==> config.mk <==
export PLATFORM = sky130hd
export DESIGN_NAME = gpio_apb_regs
export DESIGN_NICKNAME = d
export VERILOG_FILES = /design/src/rtl/gpio_regs_pkg.sv /design/src/rtl/gpio_apb_decode.sv /design/src/rtl/gpio_cfg_reg.sv /design/src/rtl/gpio_pend_reg.sv /design/src/rtl/gpio_pad_drive.sv /design/src/rtl/gpio_apb_regs.sv
export SDC_FILE = /design/constraint.sdc
export NUM_CORES = 1
export LEC_CHECK = 0
export BUFFER_PORTS_ARGS = -buffer_cell sky130_fd_sc_hd__buf_2
export CAP_MARGIN = 10
export CORE_UTILIZATION = 40
export CTS_CLUSTER_DIAMETER = 30
export DETAILED_ROUTE_END_ITERATION = 8
export GPL_TIMING_DRIVEN = 0
export PLACE_DENSITY_LB_ADDON = 0.05
export SKIP_CTS_REPAIR_TIMING = 1
export SKIP_LAST_GASP = 1
export SYNTH_ARGS = -nofsm -noshare
export SYNTH_HDL_FRONTEND = slang
export SYNTH_SLANG_ARGS = --single-unit
==> constraint.sdc <==
create_clock -name pclk -period 1.9 [get_ports pclk]
set_input_delay 0.19 -clock pclk [delete_from_list [all_inputs] [get_ports pclk]]
set_output_delay 0.19 -clock pclk [all_outputs]
set_load 0.005 [all_outputs]
==> src/rtl/gpio_regs_pkg.sv <==
package gpio_regs_pkg;
   localparam int NUM_REGS      = 19;
   localparam int IDX_IN        = 0;
   localparam int IDX_IE        = 1;
   localparam int IDX_OVAL      = 2;
   localparam int IDX_OE        = 3;
   localparam int IDX_PULL      = 4;
   localparam int IDX_DRV0      = 5;
   localparam int IDX_RISE_EN   = 6;
   localparam int IDX_RISE_PEND = 7;
   localparam int IDX_FALL_EN   = 8;
   localparam int IDX_FALL_PEND = 9;
   localparam int IDX_HIGH_EN   = 10;
   localparam int IDX_HIGH_PEND = 11;
   localparam int IDX_LOW_EN    = 12;
   localparam int IDX_LOW_PEND  = 13;
   localparam int IDX_SET       = 14;
   localparam int IDX_CLR       = 15;
   localparam int IDX_INV       = 16;
   localparam int IDX_DRV1      = 17;
   localparam int IDX_DRV2      = 18;

   // pending words sit on odd indices 7..13
   function automatic bit is_pend(input int idx);
      return (idx >= IDX_RISE_PEND) && (idx <= IDX_LOW_PEND) && (idx % 2 == 1);
   endfunction

   // expand 4 byte strobes into a 32-bit bit mask
   function automatic logic [31:0] lane_mask(input logic [3:0] strb);
      logic [31:0] m;
      for (int k = 0; k < 4; k++) m[8*k +: 8] = {8{strb[k]}};
      return m;
   endfunction
endpackage

==> src/rtl/gpio_apb_decode.sv <==
module gpio_apb_decode #(
   parameter int ADDR_W = 8,
   parameter int NREG   = 19,
   localparam int WORD_W = ADDR_W - 2,
   localparam int IDX_W  = $clog2(NREG)
) (
   input  logic [ADDR_W-1:0] paddr,
   input  logic              access,
   input  logic              pwrite,
   output logic              hit,
   output logic [IDX_W-1:0]  idx,
   output logic [NREG-1:0]   wr_sel
);
   localparam logic [WORD_W-1:0] LIMIT = WORD_W'(NREG);

   if (WORD_W < IDX_W) begin : g_bad_addr
      $error("ADDR_W too small for register map");
   end

   logic [WORD_W-1:0] word;
   assign word = paddr[ADDR_W-1:2];
   assign hit  = (word < LIMIT);
   assign idx  = word[IDX_W-1:0];

   for (genvar r = 0; r < NREG; r++) begin : g_sel
      assign wr_sel[r] = access & pwrite & hit & (idx == IDX_W'(r));
   end
endmodule

==> src/rtl/gpio_cfg_reg.sv <==
module gpio_cfg_reg #(
   parameter int W = 16
) (
   input  logic         clk,
   input  logic         rst_n,
   input  logic         we,
   input  logic [W-1:0] wmask,
   input  logic [W-1:0] wdata,
   output logic [W-1:0] q
);
   always_ff @(posedge clk) begin
      if (!rst_n)  q <= '0;
      else if (we) q <= (q & ~wmask) | (wdata & wmask);
   end
endmodule

==> src/rtl/gpio_pend_reg.sv <==
module gpio_pend_reg #(
   parameter int W = 16
) (
   input  logic         clk,
   input  logic         rst_n,
   input  logic         we,
   input  logic [W-1:0] wmask,
   input  logic [W-1:0] wdata,
   input  logic [W-1:0] evt,
   output logic [W-1:0] q
);
   logic [W-1:0] clr;
   assign clr = we ? (wdata & wmask) : '0;

   // an event in the clearing cycle survives
   always_ff @(posedge clk) begin
      if (!rst_n) q <= '0;
      else        q <= (q & ~clr) | evt;
   end
endmodule

==> src/rtl/gpio_pad_drive.sv <==
module gpio_pad_drive #(
   parameter int W = 16
) (
   input  logic [W-1:0] oval,
   input  logic [W-1:0] force_lo,
   input  logic [W-1:0] force_hi,
   input  logic [W-1:0] invert,
   output logic [W-1:0] pad
);
   assign pad = ((oval & ~force_lo) | force_hi) ^ invert;
endmodule

==> src/rtl/gpio_apb_regs.sv <==
module gpio_apb_regs
   import gpio_regs_pkg::*;
#(
   parameter int IO_COUNT = 16,
   parameter int ADDR_W   = 8,
   localparam int IDX_W   = $clog2(NUM_REGS)
) (
   input  logic                pclk,
   input  logic                presetn,
   input  logic                psel,
   input  logic                penable,
   input  logic                pwrite,
   input  logic [ADDR_W-1:0]   paddr,
   input  logic [31:0]         pwdata,
   input  logic [3:0]          pstrb,
   output logic [31:0]         prdata,
   output logic                pready,
   output logic                pslverr,
   input  logic [IO_COUNT-1:0] in_val,
   input  logic [IO_COUNT-1:0] evt_rise,
   input  logic [IO_COUNT-1:0] evt_fall,
   input  logic [IO_COUNT-1:0] evt_high,
   input  logic [IO_COUNT-1:0] evt_low,
   output logic [IO_COUNT-1:0] pad_ie,
   output logic [IO_COUNT-1:0] pad_out,
   output logic [IO_COUNT-1:0] pad_oe,
   output logic [IO_COUNT-1:0] pad_pull,
   output logic [IO_COUNT-1:0] pad_drv0,
   output logic [IO_COUNT-1:0] pad_drv1,
   output logic [IO_COUNT-1:0] pad_drv2,
   output logic [IO_COUNT-1:0] irq_rise_en,
   output logic [IO_COUNT-1:0] irq_fall_en,
   output logic [IO_COUNT-1:0] irq_high_en,
   output logic [IO_COUNT-1:0] irq_low_en,
   output logic [IO_COUNT-1:0] irq_rise_pend,
   output logic [IO_COUNT-1:0] irq_fall_pend,
   output logic [IO_COUNT-1:0] irq_high_pend,
   output logic [IO_COUNT-1:0] irq_low_pend
);
   if (IO_COUNT < 2 || IO_COUNT > 31) begin : g_bad_io
      $error("IO_COUNT must lie in 2..31");
   end
   if (ADDR_W != 8) begin : g_bad_win
      $error("register window is 256 bytes, ADDR_W must be 8");
   end

   logic                access;
   logic                hit;
   logic [IDX_W-1:0]    idx;
   logic [NUM_REGS-1:0] wr_sel;
   logic [31:0]         mask32;
   logic [IO_COUNT-1:0] wmask;
   logic [IO_COUNT-1:0] wdata;
   logic [IO_COUNT-1:0] regv [NUM_REGS];
   logic [IO_COUNT-1:0] evt_vec [4];

   assign access = psel & penable;
   assign mask32 = lane_mask(pstrb);
   assign wmask  = mask32[IO_COUNT-1:0];
   assign wdata  = pwdata[IO_COUNT-1:0];

   assign evt_vec[0] = evt_rise;
   assign evt_vec[1] = evt_fall;
   assign evt_vec[2] = evt_high;
   assign evt_vec[3] = evt_low;

   gpio_apb_decode #(.ADDR_W(ADDR_W), .NREG(NUM_REGS)) u_dec (
      .paddr  (paddr),
      .access (access),
      .pwrite (pwrite),
      .hit    (hit),
      .idx    (idx),
      .wr_sel (wr_sel)
   );

   for (genvar r = 0; r < NUM_REGS; r++) begin : g_reg
      if (r == IDX_IN) begin : g_ro
         assign regv[r] = in_val;
      end else if (is_pend(r)) begin : g_w1c
         gpio_pend_reg #(.W(IO_COUNT)) u_pend (
            .clk   (pclk),
            .rst_n (presetn),
            .we    (wr_sel[r]),
            .wmask (wmask),
            .wdata (wdata),
            .evt   (evt_vec[(r - IDX_RISE_PEND) / 2]),
            .q     (regv[r])
         );
      end else begin : g_rw
         gpio_cfg_reg #(.W(IO_COUNT)) u_cfg (
            .clk   (pclk),
            .rst_n (presetn),
            .we    (wr_sel[r]),
            .wmask (wmask),
            .wdata (wdata),
            .q     (regv[r])
         );
      end
   end

   logic [IO_COUNT-1:0] rd_word;
   always_comb begin
      rd_word = '0;
      for (int r = 0; r < NUM_REGS; r++)
         if (hit && idx == IDX_W'(r)) rd_word = regv[r];
   end

   assign prdata  = {{(32-IO_COUNT){1'b0}}, rd_word};
   assign pready  = 1'b1;
   assign pslverr = access & ~hit;

   gpio_pad_drive #(.W(IO_COUNT)) u_drive (
      .oval     (regv[IDX_OVAL]),
      .force_lo (regv[IDX_CLR]),
      .force_hi (regv[IDX_SET]),
      .invert   (regv[IDX_INV]),
      .pad      (pad_out)
   );

   assign pad_ie        = regv[IDX_IE];
   assign pad_oe        = regv[IDX_OE];
   assign pad_pull      = regv[IDX_PULL];
   assign pad_drv0      = regv[IDX_DRV0];
   assign pad_drv1      = regv[IDX_DRV1];
   assign pad_drv2      = regv[IDX_DRV2];
   assign irq_rise_en   = regv[IDX_RISE_EN];
   assign irq_fall_en   = regv[IDX_FALL_EN];
   assign irq_high_en   = regv[IDX_HIGH_EN];
   assign irq_low_en    = regv[IDX_LOW_EN];
   assign irq_rise_pend = regv[IDX_RISE_PEND];
   assign irq_fall_pend = regv[IDX_FALL_PEND];
   assign irq_high_pend = regv[IDX_HIGH_PEND];
   assign irq_low_pend  = regv[IDX_LOW_PEND];
endmodule

* After elaboration in Yosys (flattened, before gate mapping) *
Index checks and enable logic that the tools add are counted.

operators by class
  magnitude comparators = 1
  equality and inequality tests = 18
  muxes and demuxes = 23
  bitwise operators = 69
  reduce and logical (&&, ||, !) cells = 20

operator list
  cell                                                         count
  2-to-1 mux 16 bit                                            23
  AND 16 bit                                                   20
  bitwise OR 16 bit                                            19
  inverter 16 bit                                              6
  equality test 5 x 4 -> 1 bit (second input constant)         8
  AND 1 bit                                                    22
  equality test 5 x 3 -> 1 bit (second input constant)         4
  logical AND 1 bit                                            19
  bitwise XOR 16 bit                                           1
  equality test 5 bit (second input constant)                  3
  equality test 5 x 2 -> 1 bit (second input constant)         2
  less-than comparator 6 x 5 -> 1 bit (second input constant)  1
  equality test 5 x 1 -> 1 bit (second input constant)         1
  logical NOT 5 bit                                            1
  inverter 1 bit                                               1

storage, ports and cells
  register bits = 288
  word-level logic and storage cells = 149

* Depth between registers and ports, before layout *
  word-level depth = 21
  mapped depth = 10

* Modules after synthesis *
A second synthesis with hierarchy kept.

second synthesis, totals
  cells, all modules = 2085
  area, all modules = 17533.1 µm²

modules (own cells, without submodules)
  module           times used  cells an instance  area an instance (µm²)
  gpio_cfg_reg     14          85                 750.7
  gpio_apb_regs    1           542                3507.1
  gpio_pend_reg    4           66                 732.0
  gpio_pad_drive   1           48                 340.3
  gpio_apb_decode  1           41                 247.7

* Worst setup path before layout *
Ideal clock, no wire load.

  kind = input port to output port
  from = in paddr[4]
  to = out prdata[1]
  data arrival time = 1690 ps
  required time = 1710 ps
  path slack = 20 ps
  stages on the path = 8
  path through = buf_6 or4b_4 or2_1 buf_2 buf_6 o22ai_2 a31oi_1 a21o_1

between the ends
  longest elaborated chain between the ends = 21

ends and longest elaborated chain
  item                                                                             RTL line              text
  from (decl)                                                                      gpio_apb_regs.sv:13   input logic [ADDR_W-1:0] paddr,
  less-than comparator 6 x 5 -> 1 bit / logical NOT 5 bit (equally long branches)  -
  logical AND 1 bit                                                                gpio_apb_regs.sv:105  if (hit && idx == IDX_W'(r)) rd_word = regv[r];
  2-to-1 mux 16 bit (18 in series)                                                 gpio_apb_regs.sv:105
  2-to-1 mux 16 bit *                                                              gpio_apb_regs.sv:105
  to (decl)                                                                        gpio_apb_regs.sv:16   output logic [31:0] prdata,

Mark *: on every way between the ends. The rest lies on a longest branch, timed or not.

==> results.md <==
Critical path:
- The cell family contributing the most delay on the critical path is compound AO/OA/AOI/OAI gates.
- The kind of critical path is reg2out.
- The type of origin of the critical path is a flip-flop.
- The signal on the critical path passes through mux2i_4 > o2bb2ai_4 > a222oi_1 > nand3_2 > a31oi_4 > o22ai_2 > buf_2.
- Among all stages on the critical path, the largest delay is contributed by sky130_fd_sc_hd__a222oi_1.
- Along the worst path, the maximum fanout reaches 3.
- The buffers plus inverters on the worst setup path is 1.
- STA puts the critical path data required time at 1710 ps.
- The critical path's largest stage delay is 620 ps.
- At the worst endpoint, the arrival time is 2800 ps.
- The category of the worst setup path capture point is an output port.

CTS:
- The number of buffers inserted during clock tree synthesis is 75.
- The H-tree depth is 3.
- Clock-pin slew was measured on the worst setup and hold paths at 40 ps.
- Counting every sink on the clock net gives 288.
- The number of buffers on the longest clock path is 3.
- The tree is rooted in a sky130_fd_sc_hd__clkbuf_16.
- Clock latency on the worst-skew pair, taken at its later pin, is 580 ps.
- TritonCTS built the clock tree.

Place:
- After detailed placement, the total cell area comes to 16,920 um^2.
- Detailed placement ended at an HPWL of 62,470 um.
- The placer's final routability congestion estimate is 1.010.
- The number of buffers inserted by port buffering is 360.

Yosys:
- Counting every instance in the synthesized netlist gives 1,761.
- The number of distinct library cells after synthesis is 72.
- In this run the cell area of the synthesized design comes to 14,490 um^2.
- The top-area cell type share of the netlist area is 39.80%.
- After synthesis, the share of cell area in mux cells is 4.690%.
- After Yosys synthesis, and, or, nand and nor cells account for 18.52% of the synthesized area.
- After Yosys synthesis, XOR and XNOR cells account for 0.9674% of the synthesized area.
- By area the synthesized netlist is led by sky130_fd_sc_hd__dfxtp_1 40%, sky130_fd_sc_hd__a21boi_0 9.4%, sky130_fd_sc_hd__nand2_1 9.3%, sky130_fd_sc_hd__o21a_1 6.8%, sky130_fd_sc_hd__mux2i_1 4.1%.
- After synthesis, the largest family of logic cells by area is compound AO/OA/AOI/OAI gates.
- The synthesized design contains 0 enable-type register cells.
- sky130_fd_sc_hd__nand2_1 is the most common cell in the netlist.
- The most used flip-flop cell after synthesis is sky130_fd_sc_hd__dfxtp_1.
- The Yosys step of the flow raised 0 warnings.
- Of the total synthesized cell area, the portion taken by full adders, half adders and majority gates is 0%.
- The commonest cells after synthesis are 360 x sky130_fd_sc_hd__nand2_1, 288 x sky130_fd_sc_hd__dfxtp_1, 182 x sky130_fd_sc_hd__a21boi_0.
- The async set or reset register ratio after synthesis is 0%.
- The synthesized netlist devotes 30.31% of its cell area to compound gates.
- The portion of the post-synthesis area used by sequential elements is 39.80%.
- The synthesized area per cell is 8.226 um^2.
- In this run, synthesis produced a sequential element count of 288.
- sky130_fd_sc_hd__dfxtp_1 takes more of the synthesized area than any other cell.

Routing:
- For this run, the detailed router's first-pass iteration total came to 9.
- For this block, the via count after detailed routing is 17,149.
- Dividing the detail-routed via count by the number of cells gives 6.034.
- The final routed DRC violation total is 0.
- Once detail routing completed, the nets flagged for antenna violations numbered 0.
- The first routing iteration left 1,797 violations.
- The final layout contains routed wiring with a total length of 84,630 um.
- In the final routed layout, each cell accounts on average for 29.78 um.

STA:
- The worst hold margin is -35.78 ps.
- The max-slew violation count is 0.
- The final hold violation count is 6.
- The clock arrives with 0 ps of skew.
- The final period utilization is 157.5%.
- The measured slew at the worst slew-check pin is 1340 ps.
- The timing-limited maximum frequency is 334.2 MHz.
- The total negative setup slack is -10,280 ps.
- Setup violations remaining at the end of the flow were counted as 16.
- In this run the tightest slew margin relative to its limit is 10.69%.
- Setup repair after global routing could not meet its margin everywhere.
- The post-route worst setup slack is -1092 ps.
- The routed design could run at a clock period as short as 2992 ps.

Layout:
- The final design instance area without fill is 21,450 um^2.
- The share of post-route cells with drive strength above 1 is 31.61%.
- Relative to the synthesized area, the layout overhead comes to 48.08%.
- After the last flow step, the layout net total stands at 2,443.

Power and ir drop:
- Dividing total power by cell area gives a power density of 1004 nW/um^2.
- The worst ir drop on vdd is 977.9 uV.
- The final total power is 21.53 mW.
- The leakage component of the power is 8.627 nW.

Die:
- The area of the die is 36,980 um^2.
- The floorplan has 69 rows.
- For this configuration, the core starts out at a cell density of 40.72%.
- The die is 192.3 um wide.
- The number of ports placed on the die boundary is 403.
- The floorplan die height is 192.3 um.
- The core region area is 35,570 um^2.

GRT:
- The number of global-route vias before repair is 15,770.
- The global-route total usage across every layer is 44.29%.
- The initial antenna violation count came to 3.
- The total congestion overflow after global routing is 0.
- The wire length of the first global-routing pass is 113,200 um.
- The maximum number of pins on one net before global-route repair is 11.

Worst hold path:
- The kind of path behind the tightest hold check is in2reg.

Status:
- The flow ran to the end, but the final reports show violations.
- The final reports fail on negative hold slack, negative setup slack.

Job:
- The max-cap violation count is 0.
[cell usage in the layout (no fill, tap or decap), types with 7 or more instances in the layout]
master                          instances
sky130_fd_sc_hd__dlygate4sd3_1         68
sky130_fd_sc_hd__clkbuf_2              14
sky130_fd_sc_hd__a21boi_0             182
sky130_fd_sc_hd__xnor2_1               16
sky130_fd_sc_hd__buf_2                366
sky130_fd_sc_hd__o21ai_0              102
sky130_fd_sc_hd__a21oi_1               65
sky130_fd_sc_hd__nor2b_1               42
sky130_fd_sc_hd__buf_4                 57
sky130_fd_sc_hd__a22oi_1                9
sky130_fd_sc_hd__conb_1                17
sky130_fd_sc_hd__nor2_4                11
sky130_fd_sc_hd__a221oi_2               7
sky130_fd_sc_hd__o21ai_1                7
sky130_fd_sc_hd__o21a_1               132
sky130_fd_sc_hd__nand2_2                7
sky130_fd_sc_hd__o22ai_1               26
sky130_fd_sc_hd__nand3_1               43
sky130_fd_sc_hd__bufinv_16              9
sky130_fd_sc_hd__clkbuf_8              19
sky130_fd_sc_hd__clkbuf_1              71
sky130_fd_sc_hd__nor2_1                43
sky130_fd_sc_hd__o21ai_2               10
sky130_fd_sc_hd__mux2i_1               58
sky130_fd_sc_hd__dfxtp_1              281
sky130_fd_sc_hd__buf_6                 20
sky130_fd_sc_hd__nand2_1              355
sky130_fd_sc_hd__clkbuf_16             81
sky130_fd_sc_hd__nor2_2                23
sky130_fd_sc_hd__a222oi_1               7
sky130_fd_sc_hd__inv_1                 19
sky130_fd_sc_hd__o2bb2ai_1             11
sky130_fd_sc_hd__clkinv_2              15
sky130_fd_sc_hd__clkbuf_4              10
[final cells by class]
cell class	instances	area, um^2
tap	461	576.8
antenna	5	12.51
buffer	145	909.6
inverter	19	71.32
multi-input combinational	1320	8548
sequential	288	5779
timing repair buffer	465	2861
clock inverter	34	446.7
fill	3340	14120
clock buffer	105	2243
[tightest hold or removal path, stage by stage]
cell,delay [ps]
sky130_fd_sc_hd__buf_2,170
sky130_fd_sc_hd__nand3_1,80
sky130_fd_sc_hd__a21boi_0,70
[power by group]
group / switching, mW / internal, mW / leakage, nW
clock: 3.99 / 9.40 / 1.33
combinational: 1.12 / 0.703 / 4.96
sequential: 0.143 / 6.16 / 2.34
[final timing paths]
kind                                   end       start  cells past startpoint  slack (ps)
worst max register to register   flip-flop   flip-flop                      2        1000
worst min register to register   flip-flop   flip-flop                      2         470
worst min-delay path             flip-flop  pwdata[10]                      3         -40
worst max-delay path            prdata[12]   flip-flop                      7       -1090
[per-layer routing]
layer / vias to the layer above / share of wire [%] / track usage [%]
met1: 8270 / 38 / 55.78
met2: 1239 / 43 / 66.73
li1: 7339 / - / -
met4: 0 / 7.2 / 28.41
met5: - / 0 / 0
met3: 301 / 11 / 11.73
[cells by family after synthesis]
group | Yosys count
AO/OA/AOI/OAI | 640
AND/OR/NAND/NOR | 581
flip-flops | 288
buffers and inverters | 168
multiplexers | 66
XOR/XNOR | 16
other | 2
[stage by stage]
stage / setup WS [ps] / util (%) / cells
2_1_floorplan: 20.01 / - / 1776
3_3_place_gp: -1754 / 47.57 / 2597
3_5_place_dp: -1790 / 47.57 / 2597
4_1_cts: -1785 / 55.13 / 2736
5_1_grt: -978.1 / 60.28 / 2838
6_report: -1092 / 60.30 / 2842
(Power assumes the default switching activity.)
